==> config.mk <==
export PLATFORM = sky130hd
export DESIGN_NAME = irq_ctrl
export DESIGN_NICKNAME = d
export VERILOG_FILES = /design/src/rtl/irq_ctrl_pkg.sv /design/src/rtl/irq_bus_dec.sv /design/src/rtl/irq_pending_reg.sv /design/src/rtl/irq_mask_regs.sv /design/src/rtl/irq_read_port.sv /design/src/rtl/irq_ctrl.sv
export SDC_FILE = /design/constraint.sdc
export NUM_CORES = 1
export LEC_CHECK = 0
export ABC_AREA = 1
export BUFFER_PORTS_ARGS = -buffer_cell sky130_fd_sc_hd__buf_2
export CORE_UTILIZATION = 39
export CTS_CLUSTER_SIZE = 16
export DETAILED_ROUTE_END_ITERATION = 12
export PLACE_DENSITY = 0.74
export SLEW_MARGIN = 10
export SYNTH_ARGS = -nofsm -noshare
export SYNTH_HDL_FRONTEND = slang
export SYNTH_SLANG_ARGS = --single-unit
export TNS_END_PERCENT = 5
==> constraint.sdc <==
create_clock -name clk -period 1.7 [get_ports clk]
set_input_delay 0.255 -clock clk [delete_from_list [all_inputs] [get_ports clk]]
set_output_delay 0.255 -clock clk [all_outputs]
set_load 0.005 [all_outputs]
==> src/rtl/irq_ctrl_pkg.sv <==
package irq_ctrl_pkg;
  localparam int ADDR_W = 3;

  typedef enum logic [ADDR_W-1:0] {
    SEL_A_MASK = 3'd0,
    SEL_A_STAT = 3'd1,
    SEL_A_ACK  = 3'd2,
    SEL_RSV3   = 3'd3,
    SEL_B_MASK = 3'd4,
    SEL_B_STAT = 3'd5,
    SEL_B_ACK  = 3'd6,
    SEL_RSV7   = 3'd7
  } reg_sel_e;
endpackage

==> src/rtl/irq_bus_dec.sv <==
module irq_bus_dec
  import irq_ctrl_pkg::*;
(
  input  logic              bus_valid,
  input  logic              bus_write,
  input  logic [ADDR_W-1:0] bus_addr,
  output logic              wr_mask_a,
  output logic              wr_ack_a,
  output logic              wr_mask_b,
  output logic              rd_req
);
  reg_sel_e sel;
  logic     wr_any;

  always_comb begin
    sel       = reg_sel_e'(bus_addr);
    wr_any    = bus_valid && bus_write;
    wr_mask_a = wr_any && (sel == SEL_A_MASK);
    wr_ack_a  = wr_any && (sel == SEL_A_ACK);
    wr_mask_b = wr_any && (sel == SEL_B_MASK);
    rd_req    = bus_valid && !bus_write;
  end
endmodule

==> src/rtl/irq_pending_reg.sv <==
module irq_pending_reg #(
  parameter int SRC_W = 8,
  localparam int IDX_W = $clog2(SRC_W),
  localparam int ACK_W = IDX_W + 1
) (
  input  logic             clk,
  input  logic             rst_n,
  input  logic [SRC_W-1:0] post_vec,
  input  logic [SRC_W-1:0] clear_vec,
  input  logic             ack_stb,
  input  logic [ACK_W-1:0] ack_code,
  output logic [SRC_W-1:0] pend_q
);
  logic [SRC_W-1:0] ack_hit;
  logic [SRC_W-1:0] pend_d;

  for (genvar i = 0; i < SRC_W; i++) begin : g_ack
    assign ack_hit[i] = ack_stb && (ack_code == ACK_W'(i));
  end

  // clearing of any kind takes precedence over a post in the same cycle
  assign pend_d = (pend_q | post_vec) & ~clear_vec & ~ack_hit;

  always_ff @(posedge clk) begin
    if (!rst_n) pend_q <= '0;
    else        pend_q <= pend_d;
  end
endmodule

==> src/rtl/irq_mask_regs.sv <==
module irq_mask_regs #(
  parameter int SRC_W = 8
) (
  input  logic             clk,
  input  logic             rst_n,
  input  logic             wr_mask_a,
  input  logic             wr_mask_b,
  input  logic [SRC_W-1:0] wdata,
  output logic [SRC_W-1:0] en_q,
  output logic [SRC_W-1:0] mask_b_q
);
  always_ff @(posedge clk) begin
    if (!rst_n) begin
      en_q     <= '0;
      mask_b_q <= '0;
    end else begin
      if (wr_mask_a) en_q     <= ~wdata;
      if (wr_mask_b) mask_b_q <= wdata;
    end
  end
endmodule

==> src/rtl/irq_read_port.sv <==
module irq_read_port
  import irq_ctrl_pkg::*;
#(
  parameter int SRC_W = 8
) (
  input  logic              clk,
  input  logic              rst_n,
  input  logic              rd_req,
  input  logic [ADDR_W-1:0] rd_addr,
  input  logic [SRC_W-1:0]  pend_q,
  input  logic [SRC_W-1:0]  en_q,
  input  logic [SRC_W-1:0]  mask_b_q,
  output logic              rd_valid,
  output logic [SRC_W-1:0]  rd_data
);
  logic [SRC_W-1:0] mux;

  always_comb begin
    unique case (reg_sel_e'(rd_addr))
      SEL_A_MASK: mux = ~en_q;
      SEL_A_STAT: mux = pend_q;
      SEL_B_MASK: mux = ~mask_b_q;
      default:    mux = '0;
    endcase
  end

  always_ff @(posedge clk) begin
    if (!rst_n) begin
      rd_valid <= 1'b0;
      rd_data  <= '0;
    end else begin
      rd_valid <= rd_req;
      if (rd_req) rd_data <= mux;
    end
  end
endmodule

==> src/rtl/irq_ctrl.sv <==
module irq_ctrl
  import irq_ctrl_pkg::*;
#(
  parameter int SRC_W = 8
) (
  input  logic              clk,
  input  logic              rst_n,
  input  logic              bus_valid,
  input  logic              bus_write,
  input  logic [ADDR_W-1:0] bus_addr,
  input  logic [SRC_W-1:0]  bus_wdata,
  output logic              rd_valid,
  output logic [SRC_W-1:0]  rd_data,
  input  logic [SRC_W-1:0]  post_vec,
  input  logic [SRC_W-1:0]  clear_vec,
  output logic              irq
);
  localparam int IDX_W = $clog2(SRC_W);
  localparam int ACK_W = IDX_W + 1;

  logic             wr_mask_a, wr_ack_a, wr_mask_b, rd_req;
  logic [SRC_W-1:0] pend_q, en_q, mask_b_q;

  irq_bus_dec u_dec (
    .bus_valid (bus_valid),
    .bus_write (bus_write),
    .bus_addr  (bus_addr),
    .wr_mask_a (wr_mask_a),
    .wr_ack_a  (wr_ack_a),
    .wr_mask_b (wr_mask_b),
    .rd_req    (rd_req)
  );

  irq_pending_reg #(.SRC_W(SRC_W)) u_pend (
    .clk       (clk),
    .rst_n     (rst_n),
    .post_vec  (post_vec),
    .clear_vec (clear_vec),
    .ack_stb   (wr_ack_a),
    .ack_code  (bus_wdata[ACK_W-1:0]),
    .pend_q    (pend_q)
  );

  irq_mask_regs #(.SRC_W(SRC_W)) u_mask (
    .clk       (clk),
    .rst_n     (rst_n),
    .wr_mask_a (wr_mask_a),
    .wr_mask_b (wr_mask_b),
    .wdata     (bus_wdata),
    .en_q      (en_q),
    .mask_b_q  (mask_b_q)
  );

  irq_read_port #(.SRC_W(SRC_W)) u_rd (
    .clk      (clk),
    .rst_n    (rst_n),
    .rd_req   (rd_req),
    .rd_addr  (bus_addr),
    .pend_q   (pend_q),
    .en_q     (en_q),
    .mask_b_q (mask_b_q),
    .rd_valid (rd_valid),
    .rd_data  (rd_data)
  );

  assign irq = |(pend_q & en_q);
endmodule

==> run summary <==
Core box area -> 3690 um2
Share of layout cells above drive strength 1 -> 23.0%
Status -> completed
CP max stage delay -> 0.33 ns
Register area -> 661 um2
Crit-path cells -> a22o_1 -> nor2_1 -> nand3_1 -> buf_2
Post-Synth Simple-Gate Area -> 25.8%
GRT Util Overall -> 19.6%
Drt wl/cell -> 12.1 um
H-tree Lvls -> 2
Syn_nets -> 234
Post-synth EDFFs -> 0
Syn-to-layout area delta -> 21.2%
Die area -> 4120 um2
Final cell count without fillers -> 292
GRT Residual Overflow -> 0
Wire length on met3 -> 288 um
Initial DRC count -> 65
Max-slew headroom -> 72.0%
Yosys warning count -> 0
Synthesis-stage register bit count -> 33
Crit path max fanout -> 3
Wl on met1 -> 1610 um
CTS Root Cell -> clkbuf_8
Port bufs -> 40
Post-synth top area cell -> dfxtp_1
Hold-fix buffers, CTS -> 0
Area of the multi-input gates -> 692 um2
Yosys top cell area share -> 43.8%
Fillers -> 393
Die W -> 64.2 um
Vias in the first global route -> 1370
Final Cycle Share -> 86.2%
Endpoint type of the worst setup path -> output pin
Clock Pin Slew Worst Setup and Hold Paths -> 0.07 ns
Final Max Slew Viols -> 0
Largest net degree at the start of global routing -> 19
Remaining antenna violation count -> 0
Vias -> 1445
Total power -> 0.00174 W
Crit-path slowest cell -> dfxtp_1
Crit path DAT -> 1.21 ns
Pre-antenna DRT Iters -> 4
# nets final -> 274
Met2 WL -> 1540 um
Std-Cell Rows -> 22
Post-synthesis adder-cell area fraction -> 0%
Vias per inst -> 4.95
Worst reg2reg setup slack -> 0.81 ns
Initial antenna violation count -> 0
Fmax -> 683 MHz
Maximum root-to-sink buffer count -> 2
Sequential element share of the synthesized area -> 43.8%
Final setup fails -> 0
LEAKAGE -> 0.793 nW
Compound-gate portion of the synthesized area -> 20.1%
Min cycle time layout -> 1.47 ns
Critical Path RT -> 1.44 ns
MaxCap Viol Count -> 0
Startpoint Class -> register
Number of diodes -> 0
DR top layer -> met4
Mean post-synth cell area -> 7.43 um2
Actual slew at the worst max-slew pin -> 0.420 ns
# Post-CTS Setup Buffers -> 0
Die Height -> 64.2 um
Post-synth cell types -> 20
Post-synth top cells -> 33 x a21oi_1, 33 x dfxtp_1, 25 x nand3_1, 24 x nand2_1, 24 x o21ai_0
Cells after Synth -> 203
Type of the worst min-delay path -> primary input to register
Synth Area in XOR/XNOR -> 0%
Clock sink count -> 33
Final setup margin -> 0.235 ns
GPL Wtd Cong -> 0.876
Largest family of logic cells by synthesized area -> simple AND/OR/NAND/NOR gates
PostCTS Resize Cnt -> 0
RSZ-0062 raised after global routing -> false
Place WS -> 0.361 ns
Starting Density -> 40.9%
I/O pin cnt -> 41
Synth area leaders -> dfxtp_1 44%, a21oi_1 11%, nand3_1 8.3%
Maximum VDD drop -> 0.000452 V
First-pass GRT wire length -> 6130 um
Endpoints failing hold -> 0
DRC viols -> 0
Post-Syn Area -> 1510 um2
Placed cell count -> 284
Clk_lat worst skew -> 0.29 ns
FFs w/ async S/R, synth -> 0%
Pwr dens -> 951 nW/um2
Post-synthesis mux area share -> 0%
Crit Path Category -> register to output pin
TritonCTS Buffers -> 5
WL final -> 3530 um
Final Skew -> 0.00497 ns
Hpwl dp -> 2720 um
TNS Setup -> 0 ns
CTS tree -> built
Synth Flop Type -> dfxtp_1
[critical path, delay by kind of cell, from the launching register on]
family,cells,cell delay [ns]
flip-flops,1,0.33
buffers and inverters,1,0.14
AO/OA/AOI/OAI,1,0.23
AND/OR/NAND/NOR,2,0.23
[final timing paths]
| kind | start | endpoint | depth (start not counted) |
|---|---|---|---|
| max | u_pend.pend_q[0] | irq | 4 |
| max reg2reg | u_pend.pend_q[6] | u_rd.rd_data[6] | 4 |
| min reg2reg | u_rd.rd_data[7] | u_rd.rd_data[7] | 2 |
| min | bus_wdata[7] | u_mask.en_q[7] | 2 |
[layout by cell type (no fill, tap or decap)]
master     instances
a22o_1             2
dfxtp_1           33
nand4_4            1
nor2_1            16
inv_1             22
bufinv_16          1
nand3_1           25
nand4_1            8
o21ai_0           24
nand2_2            1
nand2_1           24
inv_2              4
nor2_2             1
a21oi_1           33
buf_2             40
nor2_8             1
clkbuf_1           1
clkbuf_8           6
nor3_2             1
[state kept, by name (all words and copies together) (netlist names)]
register         count
u_mask.mask_b_q      8
u_pend.pend_q        8
u_rd.rd_data         8
u_mask.en_q          8
u_rd.rd_valid        1
[layout make-up]
cell class	count	area share, %
multi-input combinational	137	37.9
sequential	33	36.2
timing repair buffer	40	11.0
inverter	26	5.34
clock buffer	7	4.73
tap	48	3.29
clock inverter	1	1.64
[metal layers]
metal | track usage, % | vias up
li1 | - | 766
met1 | 24.4 | 606
met2 | 30.3 | 63
met3 | 6.79 | 10
met4 | 8.61 | 0
met5 | 0 | -
[report_power, final]
part	switching (W)	internal [W]
combinational	0.000103	0.0000650
clock	0.000278	0.000477
sequential	0.0000159	0.000798
[cell families (layout without fill, tap and decap cells)]
logic type,count (synthesis),after routing
DFF,33,33
and+or+nand+nor,78,78
AOI/OAI and AO/OA,59,59
buffers and inverters,33,74
[through the flow]
step / utilization [%] / hold WS (ns) / instance area [um2]
floorplan: - / 0.344 / 1510
global placement: 46.4 / 0.452 / 1710
detailed placement: 46.4 / 0.452 / 1710
CTS: 49.5 / 0.154 / 1830
global route: 49.5 / 0.154 / 1830
finish: 49.5 / 0.154 / 1830
Note: power is estimated with default switching activity, not from simulation.
